**src/rtl/pixscan_pkg.sv**
```systemverilog
package pixscan_pkg;

  // Channel order used throughout: 0 = load, 1 = shift, 2 = sample
  localparam int unsigned NUM_CH = 3;

  typedef struct packed {
    logic running;    // scan active
    logic phaseHigh;  // base clock is in its high phase
    logic periodEnd;  // last system clock of a base period
    logic frameEnd;   // last system clock of the last base period of a frame
  } scanStrobe_t;

  function automatic int unsigned winLo(input int unsigned ch);
    case (ch)
      0:       return 0;
      1:       return 8;
      default: return 15;
    endcase
  endfunction

  function automatic int unsigned winHi(input int unsigned ch);
    case (ch)
      0:       return 5;
      1:       return 8;
      default: return 30;
    endcase
  endfunction

endpackage

```
**src/rtl/pixscan_ctrl.sv**
```systemverilog
module pixscan_ctrl
  import pixscan_pkg::*;
#(
  parameter int unsigned DIV_RATIO = 2,
  parameter int unsigned FRAME_LEN = 32,
  localparam int unsigned IDX_W = $clog2(FRAME_LEN)
) (
  input  logic             clk,
  input  logic             rst,
  input  logic             scanEn,
  output scanStrobe_t      strb,
  output logic [IDX_W-1:0] cycleIdx
);

  localparam int unsigned PH_W = (DIV_RATIO > 2) ? $clog2(DIV_RATIO) : 1;
  localparam int unsigned HALF = DIV_RATIO / 2;
  localparam logic [PH_W-1:0] PH_LAST = PH_W'(DIV_RATIO - 1);
  localparam logic [PH_W-1:0] PH_HALF = PH_W'(HALF);
  localparam logic [IDX_W-1:0] IDX_LAST = IDX_W'(FRAME_LEN - 1);

  logic            run;
  logic [PH_W-1:0] phase;
  logic            atPeriodEnd;

  assign atPeriodEnd = run && (phase == PH_LAST);

  always_ff @(posedge clk) begin
    if (rst) begin
      run      <= 1'b0;
      phase    <= '0;
      cycleIdx <= '0;
    end else if (!run) begin
      run      <= scanEn;
      phase    <= '0;
      cycleIdx <= '0;
    end else if (atPeriodEnd) begin
      phase <= '0;
      run   <= scanEn;
      if (!scanEn || cycleIdx == IDX_LAST) cycleIdx <= '0;
      else                                 cycleIdx <= cycleIdx + IDX_W'(1);
    end else begin
      phase <= phase + PH_W'(1);
    end
  end

  always_comb begin
    strb.running   = run;
    strb.phaseHigh = phase < PH_HALF;
    strb.periodEnd = atPeriodEnd;
    strb.frameEnd  = atPeriodEnd && (cycleIdx == IDX_LAST);
  end

  AST_IDX_WRAP: assert property (@(posedge clk) disable iff (rst)
    strb.frameEnd |=> cycleIdx == '0);
  AST_IDX_STEP: assert property (@(posedge clk) disable iff (rst)
    (strb.periodEnd && !strb.frameEnd && scanEn) |=> cycleIdx == $past(cycleIdx) + IDX_W'(1));
  AST_IDX_HOLD: assert property (@(posedge clk) disable iff (rst)
    (run && !strb.periodEnd) |=> $stable(cycleIdx));
  AST_IDLE_ZERO: assert property (@(posedge clk) disable iff (rst)
    !run |-> cycleIdx == '0);
  AST_STOP_AT_BOUNDARY: assert property (@(posedge clk) disable iff (rst)
    (run && !strb.periodEnd) |=> run);

endmodule

```
**src/rtl/pixscan_dp.sv**
```systemverilog
module pixscan_dp
  import pixscan_pkg::*;
#(
  parameter int unsigned DIV_RATIO = 2,
  parameter int unsigned FRAME_LEN = 32,
  localparam int unsigned IDX_W = $clog2(FRAME_LEN)
) (
  input  logic              clk,
  input  logic              rst,
  input  scanStrobe_t       strb,
  input  logic [IDX_W-1:0]  cycleIdx,
  output logic [NUM_CH-1:0] burstQ,
  output logic              doneQ
);

  localparam int unsigned PH_W = (DIV_RATIO > 2) ? $clog2(DIV_RATIO) : 1;
  localparam int unsigned HALF = DIV_RATIO / 2;

  for (genvar g = 0; g < NUM_CH; g++) begin : g_ch
    localparam logic [IDX_W-1:0] LO   = IDX_W'(winLo(g));
    localparam logic [IDX_W-1:0] SPAN = IDX_W'(winHi(g) - winLo(g));

    logic [IDX_W-1:0] offs;
    logic             inWin;
    logic [PH_W:0]    hiLen;

    // Unsigned wrap makes a single compare cover both window bounds
    assign offs  = cycleIdx - LO;
    assign inWin = offs <= SPAN;

    always_ff @(posedge clk) begin
      if (rst) burstQ[g] <= 1'b0;
      else     burstQ[g] <= strb.running && strb.phaseHigh && inWin;
    end

    // High-run length, used only by the width assertion
    always_ff @(posedge clk) begin
      if (rst)            hiLen <= '0;
      else if (burstQ[g]) hiLen <= hiLen + (PH_W+1)'(1);
      else                hiLen <= '0;
    end

    AST_PULSE_WIDTH: assert property (@(posedge clk) disable iff (rst)
      $fell(burstQ[g]) |-> hiLen == (PH_W+1)'(HALF));
  end

  always_ff @(posedge clk) begin
    if (rst) doneQ <= 1'b0;
    else     doneQ <= strb.frameEnd;
  end

  AST_OUT_DISJOINT: assert property (@(posedge clk) disable iff (rst)
    $onehot0(burstQ));
  AST_LOW_AFTER_PERIOD: assert property (@(posedge clk) disable iff (rst)
    strb.periodEnd |=> burstQ == '0);
  AST_QUIET_IDLE: assert property (@(posedge clk) disable iff (rst)
    !strb.running |=> (burstQ == '0 && !doneQ));
  AST_DONE_SINGLE: assert property (@(posedge clk) disable iff (rst)
    doneQ |=> !doneQ);

endmodule

```
**src/rtl/pixscan_burst_gen.sv**
```systemverilog
module pixscan_burst_gen
  import pixscan_pkg::*;
#(
  parameter int unsigned DIV_RATIO = 2,
  parameter int unsigned FRAME_LEN = 32
) (
  input  logic                         clk,
  input  logic                         rst,
  input  logic                         scanEn,
  output logic                         loadClk,
  output logic                         shiftClk,
  output logic                         sampleClk,
  output logic [$clog2(FRAME_LEN)-1:0] cycleIdx,
  output logic                         pixelDone
);

  localparam int unsigned IDX_W = $clog2(FRAME_LEN);

  scanStrobe_t       strb;
  logic [IDX_W-1:0]  idx;
  logic [NUM_CH-1:0] burstQ;

  pixscan_ctrl #(.DIV_RATIO(DIV_RATIO), .FRAME_LEN(FRAME_LEN)) u_ctrl (
    .clk(clk), .rst(rst), .scanEn(scanEn), .strb(strb), .cycleIdx(idx)
  );

  pixscan_dp #(.DIV_RATIO(DIV_RATIO), .FRAME_LEN(FRAME_LEN)) u_dp (
    .clk(clk), .rst(rst), .strb(strb), .cycleIdx(idx),
    .burstQ(burstQ), .doneQ(pixelDone)
  );

  assign loadClk   = burstQ[0];
  assign shiftClk  = burstQ[1];
  assign sampleClk = burstQ[2];
  assign cycleIdx  = idx;

endmodule

```
**config.mk**
```make
export PLATFORM = sky130hd
export DESIGN_NAME = pixscan_burst_gen
export DESIGN_NICKNAME = d
export VERILOG_FILES = /design/src/rtl/pixscan_pkg.sv /design/src/rtl/pixscan_ctrl.sv /design/src/rtl/pixscan_dp.sv /design/src/rtl/pixscan_burst_gen.sv
export SDC_FILE = /design/constraint.sdc
export NUM_CORES = 1
export LEC_CHECK = 0
export BUFFER_PORTS_ARGS = -buffer_cell sky130_fd_sc_hd__buf_2
export CORE_AREA = 4 4 41 43
export CTS_CLUSTER_DIAMETER = 200
export CTS_CLUSTER_SIZE = 16
export DETAILED_ROUTE_END_ITERATION = 16
export DIE_AREA = 0 0 45 47
export HOLD_SLACK_MARGIN = 0.05
export PLACE_DENSITY = 0.77
export SETUP_SLACK_MARGIN = 0.02
export SLEW_MARGIN = 10
export SYNTH_ARGS = -nofsm -noshare
export SYNTH_HDL_FRONTEND = slang
export SYNTH_SLANG_ARGS = --single-unit
```
**constraint.sdc**
```tcl
create_clock -name clk -period 1.62 [get_ports clk]
set_input_delay 0.081 -clock clk [delete_from_list [all_inputs] [get_ports clk]]
set_output_delay 0.081 -clock clk [all_outputs]
set_load 0.01 [all_outputs]
```
==> metrics.txt <==
status=finished with violations; failing checks=negative setup slack; Crit path max-delay family=simple AND/OR/NAND/NOR gates; Max-cap violations=0; vias in the first global route=roughly 510; grt ovf=0; DRT Pass-1 Iters=4; Placeable Area=1300 µm²; Critical Path, Cell by Cell=ha_4 -> and3_4 -> ha_4 -> nand4b_1 -> or3_1 -> a31oi_1; FMAX=~0.6 GHz; initial antenna violation count=0; fraction of registers with async set/reset=0%; worst stage delay on the critical path=around 0.40 ns; post-synth top area share=between 30% and 40%; Worst setup SP type=flip-flop; Worst-Margin Slew=0.312 ns; Worst path most repeated cell=ha_4; CTS tree=done; Clock Pin Slew Worst Setup and Hold Paths=roughly 0.08 ns; peak supply drop=between 0.4 and 0.5 mV; largest net degree at the start of global routing=12; Synth Flop Type=dfxtp_1; syn_nets=between 70 and 80; Max Fanout on Critical Path=3; Clock Skews=slightly below 0.002 ns; clock power share=a little under two fifths; Sw Share=a little under a quarter; average via count per standard cell=5.54; Cell Pwr Density=around 680 nW/µm²; post-layout util=a little under three fifths; final setup vio count=2; fillers=119; die height=approximately 47 µm; dpl ws=~0.00083 ns; Skew-Pair Late Insertion Delay=between 0.2 and 0.3 ns; share of cells above drive strength 1=34.6%; busiest layer in global routing=met2; max-slew violations=0; worst setup path category=reg -> reg; die area=2120 µm²; Area Growth Syn to Fin=29.5%; gpl congestion=~0.84; met1 usage=between 10% and 20%; most numerous cell in the Yosys netlist=dfxtp_1; nets@finish=92; Critical Path Slowest Stage Cell=or3_1; ant diodes=0; Slew headroom=slightly below 80%; I/O pin count=12; Detail Placement HPWL=about 930 µm; syn avg cell area=9.24 µm²; final hold viol count=0; register area share after synthesis=38.4%; Total Wirelength=approximately 1.4 mm; EDFF count, synth=0; WL per Instance=~14 µm; Root Buffer=clkbuf_4; final worst setup slack=-0.0351 ns; first-pass GRT wire length=~2.4 mm; Sink Count=11; R2R Setup Slk=-0.04 ns; routing usage on met2=~29%; Initial Utilization=between 40% and 50%; Synth Register Bits=11; GRT Total Usage=16.1%; Net Switching=~120 µW; Yosys cell types=29; Critical Path RT=approximately 1.8 ns; Hold Crit Class=in -> reg; Logic pwr share=about 7%; CP arrival=1.85 ns; clock buffer depth=2; # DRC=0; total power=approximately 500 µW; CP Capture Type=flip-flop; crit path time final=approximately 1.7 ns; Site Rows=13; cell count after synthesis=62; worst path bufs/invs=0; Final Cycle Share=102%; htree depth=1; I/O Buffers=11; Pleak=0.325 nW; Sum Neg Setup Slack=-0.0485 ns; Warnings, synthesis=0; met3 Resource Use GR=3.83%; synth cell count leaders=dfxtp_1 (11), ha_1 (7), inv_1 (6), nand2b_1 (4), nand3_1 (4); unrepaired setup endpoints after global routing=yes; top cells by area, synth=dfxtp_1 (38%), ha_1 (15%), nand2b_1 (4.4%); Synth Cell Area=~570 µm²; antenna viol nets, final=0; internal cell power=between 300 and 400 µW; area leader, netlist=dfxtp_1; vias=between 500 and 600; die extent in x=~45 µm; Initial DRC Count=19; Flop pwr share=about 56%; cts bufs inserted=3
==> final cells by class <==
| cell class | instances | area (µm²) | share of cell area (%) |
|---|---|---|---|
| multi-input combinational | 42 | 340 | 45.9 |
| sequential | 11 | 223 | 30.0 |
| timing repair buffer | 18 | 110 | 14.8 |
| clock buffer | 3 | 22.5 | 3.04 |
| inverter | 6 | 22.5 | 3.04 |
| tap | 15 | 18.8 | 2.53 |
| clock inverter | 1 | 5.00 | 0.675 |
==> power by group through the flow <==
stage	clock, mW	combinational, mW	sequential (mW)
2_1_floorplan	0	0.0222	0.287
3_3_place_gp	0	0.0314	0.286
3_5_place_dp	0	0.0322	0.286
4_1_cts	0.191	0.0348	0.280
5_1_grt	0.204	0.0384	0.281
6_report	0.187	0.0354	0.281
==> path summary, 6_finish.rpt <==
| path | start | to | cells past startpoint |
|---|---|---|---|
| hold / removal | scanEn | u_ctrl.run | 3 |
| setup / recovery | u_ctrl.cycleIdx[0] | u_ctrl.cycleIdx[3] | 6 |
| hold reg to reg | u_ctrl.cycleIdx[4] | u_ctrl.cycleIdx[4] | 2 |
| setup reg to reg | u_ctrl.cycleIdx[0] | u_ctrl.cycleIdx[3] | 6 |
==> cells by family (layout without fill, tap and decap cells) <==
group	after synthesis	count (layout)	share of synthesized area, %
AND/OR/NAND/NOR	25	25	27.1
XOR/XNOR	1	1	1.53
buffers and inverters	9	28	7.42
AO/OA/AOI/OAI	8	8	8.30
flip-flops	11	11	38.4
multiplexers	1	1	1.96
adder cells (fa/ha/maj)	7	7	15.3
==> state kept, by name, summed over array words and instances, names as in the netlist <==
name             flops
u_ctrl.cycleIdx      5
u_dp.doneQ           1
u_ctrl.phase         1
u_ctrl.run           1
u_dp.burstQ          3
==> layer usage <==
metal / vias up / share of wire, %
met4: 0 / 2.2
met3: 6 / 8.5
li1: 258 / -
met1: 238 / 39
met5: - / 0
met2: 30 / 50
==> timing repair <==
action                     4_1_cts  5_1_grt
hold endpoints to repair         1        0
hold buffers                     1        0
pin swaps                        1        1
gates resized for setup          3        1
setup endpoints to repair        2        3
buffers inserted                 0        0
==> stage by stage <==
stage	area [µm²]	hold WS, ns	cells
2_1_floorplan	578	0.185	62
3_3_place_gp	677	0.291	91
3_5_place_dp	677	0.300	91
4_1_cts	732	0.0981	96
5_1_grt	742	0.114	96
6_report	742	0.106	96
==> worst min-delay path: stages <==
cell and delay [ns]:
buf_2 0.12, inv_1 0.05, o22ai_1 0.07
==> cell usage in the layout (no fill, tap or decap), drive strengths merged <==
| master | instances |
|---|---|
| o21ai | 1 |
| nor2b | 1 |
| nor4bb | 1 |
| nand2 | 2 |
| a21boi | 1 |
| clkinv | 1 |
| nor3 | 1 |
| nor4b | 1 |
| clkbuf | 3 |
| nand3 | 4 |
| nor2 | 2 |
| dlygate4sd3 | 1 |
| and2b | 1 |
| buf | 17 |
| mux2 | 1 |
| ha | 7 |
| dfxtp | 11 |
| nand4 | 1 |
| o22ai | 1 |
| a31oi | 1 |
| or3 | 1 |
| o211ai | 1 |
| a21oi | 3 |
| inv | 6 |
| and3 | 3 |
| nand2b | 4 |
| and3b | 1 |
| nand4b | 1 |
| xor2 | 1 |
| or4 | 1 |
No activity file was read; power rests on OpenSTA's default activity.
